File: src/rtl/i2c_mem_pkg.sv
package i2c_mem_pkg;
  typedef enum logic [2:0] {
    ST_IDLE,
    ST_DEV,
    ST_WADDR,
    ST_WDATA,
    ST_RDATA,
    ST_WAIT
  } slv_state_e;
endpackage

File: src/rtl/i2c_line_sync.sv
module i2c_line_sync #(
  parameter int STAGES = 2
) (
  input  logic clk_i,
  input  logic rst_ni,
  input  logic scl_i,
  input  logic sda_i,
  output logic scl_o,
  output logic sda_o,
  output logic scl_rise_o,
  output logic scl_fall_o,
  output logic start_o,
  output logic stop_o
);
  localparam int NL = 2;
  logic [NL-1:0] raw;
  logic [NL-1:0] cur, prv;

  assign raw = {sda_i, scl_i};

  for (genvar g = 0; g < NL; g++) begin : g_line
    logic [STAGES-1:0] ff;
    always_ff @(posedge clk_i or negedge rst_ni) begin
      if (!rst_ni) begin
        ff     <= '1;
        prv[g] <= 1'b1;
      end else begin
        ff     <= {ff[STAGES-2:0], raw[g]};
        prv[g] <= ff[STAGES-1];
      end
    end
    assign cur[g] = ff[STAGES-1];
  end

  assign scl_o      = cur[0];
  assign sda_o      = cur[1];
  assign scl_rise_o = cur[0] & ~prv[0];
  assign scl_fall_o = ~cur[0] & prv[0];
  assign start_o    = cur[0] & prv[0] & prv[1] & ~cur[1];
  assign stop_o     = cur[0] & prv[0] & ~prv[1] & cur[1];
endmodule

File: src/rtl/i2c_addr_ctr.sv
module i2c_addr_ctr #(
  parameter int AW = 8,
  parameter int PAGE_BITS = 4
) (
  input  logic          clk_i,
  input  logic          rst_ni,
  input  logic          load_i,
  input  logic [AW-1:0] load_val_i,
  input  logic          inc_rd_i,
  input  logic          inc_wr_i,
  output logic [AW-1:0] addr_o
);
  logic [AW-1:0] addr_q;
  logic [PAGE_BITS-1:0] low_inc;

  assign low_inc = addr_q[PAGE_BITS-1:0] + 1'b1;

  always_ff @(posedge clk_i or negedge rst_ni) begin
    if (!rst_ni)       addr_q <= '0;
    else if (load_i)   addr_q <= load_val_i;
    else if (inc_rd_i) addr_q <= addr_q + 1'b1;
    else if (inc_wr_i) addr_q <= {addr_q[AW-1:PAGE_BITS], low_inc};
  end

  assign addr_o = addr_q;
endmodule

File: src/rtl/i2c_mem_slave.sv
module i2c_mem_slave
  import i2c_mem_pkg::*;
#(
  parameter int         AW          = 8,
  parameter int         PAGE_BITS   = 4,
  parameter int         SYNC_STAGES = 2,
  parameter logic [6:0] DEV_ADDR    = 7'h50
) (
  input  logic          clk_i,
  input  logic          rst_ni,
  input  logic          scl_i,
  input  logic          sda_i,
  output logic          sda_pd_o,
  output logic [AW-1:0] rd_addr_o,
  input  logic [7:0]    rd_data_i,
  output logic          wr_valid_o,
  output logic [AW-1:0] wr_addr_o,
  output logic [7:0]    wr_data_o,
  output logic          wr_commit_o,
  input  logic          busy_i,
  input  logic          wp_i,
  input  logic          reset_act_i
);
  localparam int CW = 4;
  localparam logic [CW-1:0] BITS_PER_BYTE = CW'(8);

  logic scl_s, sda_s, scl_rise, scl_fall, bus_start, bus_stop;

  i2c_line_sync #(.STAGES(SYNC_STAGES)) u_sync (
    .clk_i      (clk_i),
    .rst_ni     (rst_ni),
    .scl_i      (scl_i),
    .sda_i      (sda_i),
    .scl_o      (scl_s),
    .sda_o      (sda_s),
    .scl_rise_o (scl_rise),
    .scl_fall_o (scl_fall),
    .start_o    (bus_start),
    .stop_o     (bus_stop)
  );

  slv_state_e    st_q, st_d;
  logic [CW-1:0] cnt_q, cnt_d;
  logic [7:0]    sh_q, sh_d, tx_q, tx_d;
  logic          ack_q, ack_d, pd_q, pd_d, rd_q, rd_d;
  logic          mack_q, mack_d, wrote_q, wrote_d;
  logic          ctr_load, ctr_inc_rd, ctr_inc_wr, wv, cm;
  logic          wv_q, cm_q;
  logic [AW-1:0] addr, wa_q;
  logic [7:0]    wd_q;
  logic          dev_hit;

  i2c_addr_ctr #(.AW(AW), .PAGE_BITS(PAGE_BITS)) u_ctr (
    .clk_i      (clk_i),
    .rst_ni     (rst_ni),
    .load_i     (ctr_load),
    .load_val_i (AW'(sh_q)),
    .inc_rd_i   (ctr_inc_rd),
    .inc_wr_i   (ctr_inc_wr),
    .addr_o     (addr)
  );

  assign dev_hit = (sh_q[7:1] == DEV_ADDR) && !busy_i;

  always_comb begin
    st_d       = st_q;
    cnt_d      = cnt_q;
    sh_d       = sh_q;
    tx_d       = tx_q;
    ack_d      = ack_q;
    pd_d       = pd_q;
    rd_d       = rd_q;
    mack_d     = mack_q;
    wrote_d    = wrote_q;
    ctr_load   = 1'b0;
    ctr_inc_rd = 1'b0;
    ctr_inc_wr = 1'b0;
    wv         = 1'b0;
    cm         = 1'b0;
    if (reset_act_i) begin
      st_d    = ST_IDLE;
      pd_d    = 1'b0;
      ack_d   = 1'b0;
      wrote_d = 1'b0;
    end else if (bus_start) begin
      st_d  = ST_DEV;
      cnt_d = '0;
      ack_d = 1'b0;
      pd_d  = 1'b0;
    end else if (bus_stop) begin
      cm      = wrote_q;
      wrote_d = 1'b0;
      st_d    = ST_IDLE;
      pd_d    = 1'b0;
      ack_d   = 1'b0;
    end else begin
      unique case (st_q)
        ST_DEV, ST_WADDR, ST_WDATA: begin
          if (scl_rise && !ack_q && cnt_q != BITS_PER_BYTE) begin
            sh_d  = {sh_q[6:0], sda_s};
            cnt_d = cnt_q + 1'b1;
          end else if (scl_fall && !ack_q && cnt_q == BITS_PER_BYTE) begin
            ack_d = 1'b1;
            if (st_q == ST_DEV) begin
              pd_d = dev_hit;
              rd_d = sh_q[0];
            end else if (st_q == ST_WADDR) begin
              pd_d     = 1'b1;
              ctr_load = 1'b1;
            end else begin
              pd_d = !wp_i;
              if (!wp_i) begin
                wv         = 1'b1;
                ctr_inc_wr = 1'b1;
                wrote_d    = 1'b1;
              end
            end
          end else if (scl_fall && ack_q) begin
            ack_d = 1'b0;
            cnt_d = '0;
            pd_d  = 1'b0;
            if (!pd_q) begin
              st_d = ST_WAIT;
            end else if (st_q == ST_DEV && rd_q) begin
              st_d       = ST_RDATA;
              tx_d       = rd_data_i;
              pd_d       = !rd_data_i[7];
              ctr_inc_rd = 1'b1;
            end else if (st_q == ST_DEV) begin
              st_d = ST_WADDR;
            end else begin
              st_d = ST_WDATA;
            end
          end
        end
        ST_RDATA: begin
          if (!ack_q) begin
            if (scl_rise) begin
              cnt_d = cnt_q + 1'b1;
            end else if (scl_fall) begin
              if (cnt_q == BITS_PER_BYTE) begin
                ack_d = 1'b1;
                pd_d  = 1'b0;
              end else begin
                pd_d = !tx_q[3'd7 - cnt_q[2:0]];
              end
            end
          end else begin
            if (scl_rise) begin
              mack_d = !sda_s;
            end else if (scl_fall) begin
              ack_d = 1'b0;
              cnt_d = '0;
              if (mack_q) begin
                tx_d       = rd_data_i;
                pd_d       = !rd_data_i[7];
                ctr_inc_rd = 1'b1;
              end else begin
                st_d = ST_WAIT;
              end
            end
          end
        end
        default: ;
      endcase
    end
  end

  always_ff @(posedge clk_i or negedge rst_ni) begin
    if (!rst_ni) begin
      st_q    <= ST_IDLE;
      cnt_q   <= '0;
      sh_q    <= '0;
      tx_q    <= '0;
      ack_q   <= 1'b0;
      pd_q    <= 1'b0;
      rd_q    <= 1'b0;
      mack_q  <= 1'b0;
      wrote_q <= 1'b0;
      wv_q    <= 1'b0;
      cm_q    <= 1'b0;
      wa_q    <= '0;
      wd_q    <= '0;
    end else begin
      st_q    <= st_d;
      cnt_q   <= cnt_d;
      sh_q    <= sh_d;
      tx_q    <= tx_d;
      ack_q   <= ack_d;
      pd_q    <= pd_d;
      rd_q    <= rd_d;
      mack_q  <= mack_d;
      wrote_q <= wrote_d;
      wv_q    <= wv;
      cm_q    <= cm;
      if (wv) begin
        wa_q <= addr;
        wd_q <= sh_q;
      end
    end
  end

  assign sda_pd_o    = pd_q;
  assign rd_addr_o   = addr;
  assign wr_valid_o  = wv_q;
  assign wr_addr_o   = wa_q;
  assign wr_data_o   = wd_q;
  assign wr_commit_o = cm_q;
endmodule

File: config.mk
export PLATFORM = sky130hd
export DESIGN_NAME = i2c_mem_slave
export DESIGN_NICKNAME = d
export VERILOG_FILES = /design/src/rtl/i2c_mem_pkg.sv /design/src/rtl/i2c_line_sync.sv /design/src/rtl/i2c_addr_ctr.sv /design/src/rtl/i2c_mem_slave.sv
export SDC_FILE = /design/constraint.sdc
export NUM_CORES = 1
export LEC_CHECK = 0
export CORE_ASPECT_RATIO = 0.6
export CORE_MARGIN = 4
export CORE_UTILIZATION = 55
export DETAILED_ROUTE_END_ITERATION = 10
export DONT_BUFFER_PORTS = 1
export PLACE_DENSITY_LB_ADDON = 0.05
export SLEW_MARGIN = 20
export SYNTH_ARGS = -nofsm -noshare
export SYNTH_HDL_FRONTEND = slang
export SYNTH_SLANG_ARGS = --single-unit
File: constraint.sdc
create_clock -name clk_i -period 6 [get_ports clk_i]
set_input_delay 1.2 -clock clk_i [delete_from_list [all_inputs] [get_ports clk_i]]
set_output_delay 1.2 -clock clk_i [all_outputs]
set_load 0.005 [all_outputs]
==> results_dict.tcl, run 1 <==
set metrics [dict create \
    viasPerCell 5.99 \
    drc 0 \
    place_congestion 0.918 \
    grt_overflow 0 \
    routed_wl_mm 6.75 \
    fillers 439 \
    grt_pass1_wl_mm 11.4 \
    hold_viol_final 0 \
    cts_repair_resize_count 0 \
    ys_seq_elements 60 \
    crit_fanout 16 \
    synthCells 310 \
    synthArstFlopShare_pct 100 \
    max-slew-margin-rel_pct 32.5 \
    grt_max_degree 61 \
    die_y_um 66.1 \
    ctsHoldBuffers 0 \
    firstDrtPassIters 5 \
    ir_worst_vdd_mv 0.143 \
    yosysSeqAreaShare_pct 48.8 \
    num_vias 2263 \
    clk_latency_ps 340 \
    p_leak_uw 0.00158 \
    report.final.slew_viol_count 0 \
    worstSetupPathType "input port to register" \
    grt_util_all_layers_pct 21.5 \
    tns_ps 0 \
    finalCriticalPeriod_ps 2900 \
    drtIter0Drc 200 \
    synth.avg_cell_area_sq_um 9.97 \
    finalInstanceArea_sq_um 3330 \
    drive_above_1_share_pct 14.1 \
    placed_area_sq_um 3110 \
    synth_fa_ha_area_share_pct 2.83 \
    finClkSkew_ps 8.91 \
    grt_pass1_vias 2207 \
    synth-compound-area-share_pct 12.2 \
    die_w_um 105 \
    dieArea_sq_um 6920 \
    nets 329 \
    fmax_ghz 0.345 \
    hpwlAfterDp_mm 4.84 \
    synth.net_count 332 \
    tightest_slew_ps 1010 \
    setup_viol 0 \
    area_growth_syn_to_layout_pct 7.73 \
    boundaryPins 42 \
    worstPathArrival_ps 3130 \
    htreeDepth 3 \
    cts_setup_buffers 0 \
    cts_root_buffer "clkbuf_8" \
    rsz0062_at_grt "no" \
    clock_path_buffers 2 \
    start_util_pct 58.8 \
    drtAntennaViolNets 0 \
    antenna_found_initial 0 \
    end_kind "register" \
    core.rowCount 20 \
    synth-main-ff-cell "dfrtp_1" \
    yosys_warnings 0 \
    clk_pin_slew_ps 70 \
    yosys.area_share.simple_pct 25.4 \
    status "finished clean" \
    worstPathRequired_ps 6230 \
    power.total_uw 904 \
    synthDistinctLibCells 58 \
    portBuffers 0 \
    cts_tree "done" \
    synth_mux_area_share_pct 7.65 \
    min_path_type "register to register" \
    start_kind "input port" \
    wire_per_inst_um 17.8 \
    cap_violations 0 \
    core_area_sq_um 5260 \
    power_density_nw_per_um2 271 \
    synthXorXnorAreaFrac_pct 0 \
    clock-sinks 60 \
    period_share_pct 48.3 \
    mappedNetlistArea_sq_um 3090 \
    antennaDiodeCount 0 \
    synth_top_family_by_area "simple AND/OR/NAND/NOR gates" \
    utilization_pct 63.4 \
    numCtsBuffers 9 \
    synth_edf_count 0 \
]
worst max-delay path: stages:
cell and delay, ps:
inv_1 60, nand3_1 380, a211oi_4 770, mux2_2 410
a221o_1 300
kinds of logic after synthesis:
logic type,count (synthesis)
DFF,60
buffers and inverters,21
and+or+nand+nor,155
muxes,21
AOI/OAI and AO/OA,46
adders and majority gates,7
metrics by stage:
| stage | hold slack (ps) | std cells | setup WS, ps |
|---|---|---|---|
| after floorplan | 345 | 310 | 3530 |
| after global placement | 347 | 362 | 2820 |
| after detailed placement | 348 | 362 | 2770 |
| after CTS | 360 | 378 | 3140 |
| after global routing | 362 | 378 | 2930 |
| final | 359 | 378 | 3100 |
per-layer routing:
layer  vias to the layer above  share of wire, %  track usage [%]
met1                      1092                51             32.2
met3                         9               9.1             9.37
li1                       1088                 -                -
met2                        74                39             27.6
met5                         -                 0                0
met4                         0               1.0             5.89
power by group:
part	total, uW	leakage [uW]	switching, uW	internal, uW
Combinational	55.7	0.000656	26.8	28.8
Clock	405	0.000114	169	236
Sequential	443	0.000806	23.0	420
Total	904	0.00158	219	685
registers in the layout (all words and copies together) (netlist names):
register          count
sh_q                  8
tx_q                  8
u_ctr.addr_o          8
wr_addr_o             8
wr_data_o             8
cnt_q                 4
u_sync.g_line.ff      4
st_q                  3
u_sync.prv            2
ack_q                 1
mack_q                1
rd_q                  1
sda_pd_o              1
wr_commit_o           1
wr_valid_o            1
wrote_q               1
cell type report:
class                      instances  area [sq um]  area share [%]
multi-input combinational        229          1490            44.7
sequential                        60          1510            45.3
tap                               66          82.6            2.48
clock inverter                     7           100            3.01
inverter                           7          26.3           0.789
clock buffer                       9           124            3.72
synth_stat cells (3+ instances only):
| master | count | share of area (%) |
|---|---|---|
| ha_1 | 7 | 2.8 |
| nand2_1 | 83 | 10 |
| inv_1 | 7 | 0.85 |
| a221o_1 | 5 | 1.6 |
| nand3b_1 | 3 | 0.73 |
| nor4_1 | 3 | 0.61 |
| mux2i_1 | 9 | 2.9 |
| nor2_1 | 14 | 1.7 |
| nor3_1 | 5 | 0.81 |
| dfstp_2 | 6 | 5.1 |
| and3_1 | 5 | 1.0 |
| clkbuf_1 | 6 | 0.73 |
| and3b_1 | 3 | 0.85 |
| o21ai_0 | 6 | 0.97 |
| nor3b_1 | 3 | 0.73 |
| a221oi_1 | 3 | 0.85 |
| nand3_1 | 10 | 1.6 |
| mux2_2 | 10 | 3.6 |
| buf_2 | 6 | 0.97 |
| dfrtp_1 | 54 | 44 |
| a21oi_1 | 6 | 0.97 |
| a31oi_1 | 4 | 0.81 |
| nor2b_1 | 4 | 0.81 |
placed cells by master (no fill, tap or decap), drive strengths merged, types with 3 or more instances in the layout:
master / instances
o21ai: 6
mux2i: 9
and3b: 4
a221oi: 3
a221o: 5
a31oi: 4
nor4: 3
nor2: 14
nand3b: 3
clkbuf: 9
nand3: 10
nor3b: 4
ha: 7
or2: 4
dfstp: 6
a21oi: 7
and3: 5
nor3: 6
nand2: 84
inv: 8
mux2: 11
nor2b: 4
dfrtp: 54
clkinv: 4
final timing paths:
| path | to | slack, ps | from | cells after the start |
|---|---|---|---|---|
| max | u_ctr.addr_o[7] | 3100 | reset_act_i | 5 |
| min | u_sync.g_line[1].ff[1] | 360 | u_sync.g_line[1].ff[0] | 0 |
| max reg2reg | u_ctr.addr_o[7] | 3140 | u_sync.g_line[0].ff[1] | 6 |
| min reg2reg | u_sync.g_line[1].ff[1] | 360 | u_sync.g_line[1].ff[0] | 0 |
| max in group asynchronous | u_sync.g_line[1].ff[1] | 5280 | rst_ni | 0 |
| min in group asynchronous | wr_commit_o | 550 | rst_ni | 0 |
(Power assumes the default switching activity.)
==> run 2: changes to the inputs <==
Settings changed: ABC_AREA set to 1.
Clock period 6 ns to 2.4 ns, I/O delays scaled along.
==> results_dict.tcl, run 2 <==
set metrics [dict create \
    layout_commonest_cell "nand2_1" \
    worstPathRequired_ps 2620 \
    setup_viol 0 \
    worstSetupPathType "register to register" \
    ys_seq_elements 60 \
    yosys.area.top_type "dfrtp_1" \
    report.final.slew_viol_count 0 \
    drtIter0Drc 261 \
    crit_top_cell "nand2_1" \
    fmax_ghz 0.474 \
    yosysSeqAreaShare_pct 45.8 \
    drc 0 \
    fillers 515 \
    synth.net_count 439 \
    numCtsBuffers 9 \
    hold_viol_final 0 \
    worstPathArrival_ps 2330 \
    drive_above_1_share_pct 14.0 \
    firstDrtPassIters 5 \
    htreeDepth 3 \
    synth_edf_count 0 \
    seqPwrFrac_pct 43.5 \
    grt-busiest-layer "met1" \
    hpwlAfterDp_mm 5.11 \
    area_growth_syn_to_layout_pct 9.38 \
    num_vias 2586 \
    clockPowerShare_pct 35.2 \
    cap_violations 0 \
    wire_per_inst_um 13.9 \
    tightest_slew_ps 440 \
    crit_fanout 21 \
    portBuffers 0 \
    switchingPower_uw 920 \
    ff_latch_area_sq_um 1510 \
    clk_pin_slew_ps 70 \
    clk_latency_ps 330 \
    die_w_um 108 \
    max-slew-margin-rel_pct 70.5 \
    grt_pass1_wl_mm 11.8 \
    routed_wl_mm 7.08 \
    core_area_sq_um 5680 \
    clock_path_buffers 2 \
    mostFrequentLayoutCells "nand2_1 (103), dfrtp_1 (54), inv_1 (53), nor2_1 (38), nand3_1 (30)" \
    multiInputGateArea_sq_um 1490 \
    synth_most_common_cell "nand2_1" \
    synth_top_cell_area_share_pct 41.0 \
    synthDistinctLibCells 30 \
    die_y_um 68.0 \
    rsz0062_at_grt "no" \
    clock-sinks 60 \
    synth_area_leaders "dfrtp_1 (41%), nand2_1 (12%), inv_1 (6.0%), dfstp_2 (4.8%), nand3_1 (4.6%)" \
    grt_max_degree 61 \
    synthCells 417 \
    slowest_stage "dfstp_2" \
    synth.avg_cell_area_sq_um 7.90 \
    nets 446 \
    p_int_uw 1910 \
    slowest_delay_ps 560 \
    tns_ps 0 \
    met1_usage_pct 33.8 \
    end_kind "register" \
    grt_util_all_layers_pct 21.1 \
    whs_ps 20.4 \
    boundaryPins 42 \
    p_leak_uw 0.00178 \
    start_kind "register" \
    synth_commonest_cells "nand2_1 (103), dfrtp_1 (54), inv_1 (53)" \
    status "finished clean" \
    core.rowCount 21 \
    cts_tree "done" \
    synth-main-ff-cell "dfrtp_1" \
    antennaDiodeCount 0 \
    period_share_pct 87.9 \
    min_path_type "input port to asynchronous set/reset pin" \
    mappedNetlistArea_sq_um 3290 \
    finalCriticalPeriod_ps 2110 \
    yosys_warnings 0 \
    finClkSkew_ps 6.99 \
    start_util_pct 58.0 \
    switching_share_pct 32.5 \
    power_density_nw_per_um2 786 \
    dieArea_sq_um 7330 \
    place_congestion 0.892 \
    cts_repair_resize_count 0 \
    drtAntennaViolNets 0 \
    cts_root_buffer "clkbuf_8" \
    use_met3_pct 7.16 \
    viasPerCell 5.08 \
    power_frac_comb_pct 21.3 \
    ir_worst_vdd_mv 0.503 \
    use_met2_pct 26.2 \
    grt_pass1_vias 2318 \
    cp_cell_sequence "ha_1 -> nand2_1 -> nor2_4 -> inv_2 -> nand2_4 -> nor2_4 -> nand2_2 -> nand3_4 -> nand2_1 -> nand2_1" \
    synthArstFlopShare_pct 100 \
    grt_overflow 0 \
    antenna_found_initial 0 \
]
[run 2: cell count changes after synthesis, moves of 6 or more]
cell | previous run | this run
inv_2 | 0 | 6
nand4_1 | 2 | 14
mux2_2 | 10 | 0
inv_1 | 7 | 53
nand3_1 | 10 | 30
mux2i_1 | 9 | 0
o21ai_0 | 6 | 29
nor2_4 | 0 | 6
nand2_1 | 83 | 103
o21ai_1 | 0 | 13
nor2_1 | 14 | 38
a21oi_1 | 6 | 13
[run 2: cells by family after synthesis]
kind of cell,Yosys count,synth area share [%]
adders and majority gates,7,2.66
AOI/OAI and AO/OA,57,8.81
and+or+nand+nor,218,32.3
DFF,60,45.8
xor gates and xnor gates,5,1.33
buffers and inverters,70,9.08
[run 2: through the flow]
| stage | cell area (sq um) | cells | util, % | setup slack [ps] | total power, uW |
|---|---|---|---|---|---|
| 4_1_cts | 3600 | 509 | 63.5 | 293 | 2840 |
| 3_3_place_gp | 3360 | 492 | 59.2 | 320 | 1810 |
| 3_5_place_dp | 3360 | 492 | 59.2 | 305 | 1820 |
| 6_report | 3600 | 509 | 63.5 | 291 | 2830 |
| 2_1_floorplan | 3290 | 417 | - | 584 | 1690 |
| 5_1_grt | 3600 | 509 | 63.5 | 93.7 | 3000 |
[run 2: critical path, delay by kind of cell, from the launching register on]
family | cells | cell delay [ps]
adder cells (fa/ha/maj) | 1 | 210
flip-flops | 1 | 560
AND/OR/NAND/NOR | 8 | 1140
buffers and inverters | 1 | 100
[run 2: layer usage]
layer,vias to the layer above,part of all wire (%)
met1,1144,54
li1,1352,-
met5,-,0
met3,6,9.2
met4,0,0.99
met2,84,35
[run 2: power groups by stage]
stage	sequential, uW	combinational (uW)	clock (uW)
finish	1230	603	998
global placement	1240	564	0
global route	1250	689	1060
floorplan	1190	495	0
CTS	1230	601	1020
detailed placement	1250	569	0
[run 2: repair_timing]
item	4_1_cts	5_1_grt
hold endpoints to repair	60	0
hold buffers	1	0
buffers inserted	0	0
[run 2: area by class of cell]
type                            instances  share of cell area [%]
Clock inverter                          5                    2.08
Multi-Input combinational cell        287                    41.3
Tap cell                               80                    2.78
Clock buffer                           11                    3.92
Inverter                               60                    6.28
Sequential cell                        60                    41.9
Timing Repair Buffer                    6                    1.81
[run 2: worst paths after layout]
| check | from | end | slack [ps] | cells past startpoint |
|---|---|---|---|---|
| setup / recovery | u_sync.prv[0] | u_ctr.addr_o[2] | 290 | 10 |
| hold reg to reg | u_sync.g_line[1].ff[0] | u_sync.g_line[1].ff[1] | 360 | 0 |
| hold / removal | rst_ni | cnt_q[2] | 20 | 1 |
| min in group clk_i | sda_i | u_sync.g_line[1].ff[0] | 150 | 0 |
| setup reg to reg | u_sync.prv[0] | u_ctr.addr_o[2] | 290 | 10 |
| max in group asynchronous | rst_ni | u_sync.prv[1] | 2100 | 1 |
==> run 3: changes to the inputs <==
Settings changed: ABC_AREA 1 to not set.
==> results_dict.tcl, run 3 (same netlist as run 1, synthesis figures left out) <==
set metrics [dict create \
    antenna_found_initial 0 \
    grt_overflow 0 \
    utilization_pct 66.5 \
    max-slew-margin-rel_pct 70.4 \
    slowest_stage "dfstp_2" \
    period_share_pct 94.3 \
    start_util_pct 58.8 \
    status "finished with violations" \
    worstPathArrival_ps 2490 \
    cts_tree "done" \
    core.rowCount 20 \
    wire_per_inst_um 18.1 \
    grt_pass1_vias 2360 \
    firstDrtPassIters 4 \
    hpwlAfterDp_mm 5.26 \
    clk_latency_ps 330 \
    hold_viol_final 4 \
    antennaDiodeCount 0 \
    drive_above_1_share_pct 20.8 \
    layout_commonest_cell "nand2_1" \
    num_vias 2372 \
    portBuffers 0 \
    end_kind "register" \
    violations "hold timing" \
    die_w_um 105 \
    slowest_delay_ps 570 \
    finalCriticalPeriod_ps 2260 \
    grt_pass1_wl_mm 12.1 \
    grt_util_all_layers_pct 22.8 \
    core_area_sq_um 5260 \
    nets 353 \
    drtIter0Drc 143 \
    worstPathRequired_ps 2620 \
    die_y_um 66.1 \
    setup_viol 0 \
    report.final.slew_viol_count 0 \
    p_leak_uw 0.00167 \
    placed_area_sq_um 3260 \
    clock_path_buffers 2 \
    clk_pin_slew_ps 70 \
    dieArea_sq_um 6920 \
    viasPerCell 5.90 \
    cap_violations 0 \
    fmax_ghz 0.442 \
    boundaryPins 42 \
    tightest_slew_ps 445 \
    worstSetupPathType "register to register" \
    tns_ps 0 \
    routed_wl_mm 7.26 \
    drc 0 \
    rsz0062_at_grt "no" \
    whs_ps -8.07 \
    drtAntennaViolNets 0 \
    htreeDepth 3 \
    min_path_type "input port to asynchronous set/reset pin" \
    finClkSkew_ps 5.29 \
    numCtsBuffers 9 \
    crit_fanout 6 \
    place_congestion 0.938 \
    power_density_nw_per_um2 599 \
    ir_worst_vdd_mv 0.484 \
    finalInstanceArea_sq_um 3500 \
    mostFrequentLayoutCells "nand2_1 (83), dfrtp_1 (54), buf_4 (22), nor2_1 (14)" \
    clock-sinks 60 \
    grt_max_degree 61 \
    fillers 434 \
    area_growth_syn_to_layout_pct 13.1 \
    cts_root_buffer "clkbuf_8" \
    start_kind "register" \
    cp_cell_sequence "inv_1 -> ha_2 -> nor4b_4 -> nand2_2 -> a211oi_4 -> mux2_2 -> a221o_1" \
]
[run 3: cell types whose count changed in the layout (fill, tap and decap cells not counted), sizes merged, moves of 6 or more]
cell,previous run,this run
inv,59,8
o21ai,42,6
nor2,49,14
nand2,111,84
nand3,37,10
buf,6,24
nand4,14,2
mux2,0,11
mux2i,0,9
a21oi,13,7
[run 3: where the power goes]
group | leakage, uW | internal, uW | total, uW | switching, uW
clock | 0.0000779 | 377 | 809 | 432
combinational | 0.000784 | 89.7 | 190 | 100
sequential | 0.000806 | 1050 | 1100 | 46.3
total | 0.00167 | 1520 | 2090 | 579
[run 3: layout make-up]
cell class | instances | area (sq um) | area share, %
Clock buffer | 9 | 124 | 3.54
Clock inverter | 7 | 52.6 | 1.50
Inverter | 7 | 26.3 | 0.752
Multi-Input combinational cell | 229 | 1500 | 42.8
Sequential cell | 60 | 1510 | 43.2
Tap cell | 66 | 82.6 | 2.36
Timing Repair Buffer | 24 | 204 | 5.83
[run 3: per-layer routing]
metal | vias up | global-route usage (%) | part of all wire (%)
met1 | 1116 | 33.6 | 50
li1 | 1148 | - | -
met3 | 7 | 6.93 | 9.0
met5 | - | 0 | 0
met2 | 101 | 32.0 | 40
met4 | 0 | 7.20 | 0.76
[run 3: timing repair]
item / CTS / global route
pin swaps: 0 / 0
endpoints found under the setup margin: 1 / 5
endpoints found under the hold margin: 60 / 0
hold buffers: 1 / 0
setup buffers: 0 / 2
gates resized for setup: 1 / 2
[run 3: metrics by stage]
stage | hold WS, ps | std cells | setup slack (ps) | total power (uW)
4_1_cts | 15.7 | 400 | 14.6 | 2110
3_5_place_dp | 186 | 383 | 17.3 | 1280
3_3_place_gp | 186 | 383 | 111 | 1280
2_1_floorplan | 184 | 310 | 55.4 | 1230
5_1_grt | 10.9 | 402 | 22.1 | 2190
6_report | -8.07 | 402 | 137 | 2090
[run 3: critical path: cells and delay by family, from the launching register on]
kind / cells / cell delay (ps)
AOI/OAI and AO/OA: 2 / 530
adders and majority gates: 1 / 230
buffers and inverters: 1 / 50
DFF: 1 / 570
muxes: 1 / 370
and+or+nand+nor: 2 / 380
[run 3: final timing paths]
check	start	endpoint	slack [ps]	cells past startpoint
min reg2reg	u_sync.g_line[1].ff[0]	u_sync.g_line[1].ff[1]	360	0
max	u_sync.prv[0]	u_ctr.addr_o[7]	140	7
min in group clk_i	scl_i	u_sync.g_line[0].ff[0]	140	0
min	rst_ni	st_q[0]	-8	1
max reg2reg	u_sync.prv[0]	u_ctr.addr_o[7]	140	7
max in group asynchronous	rst_ni	u_sync.prv[1]	2080	1
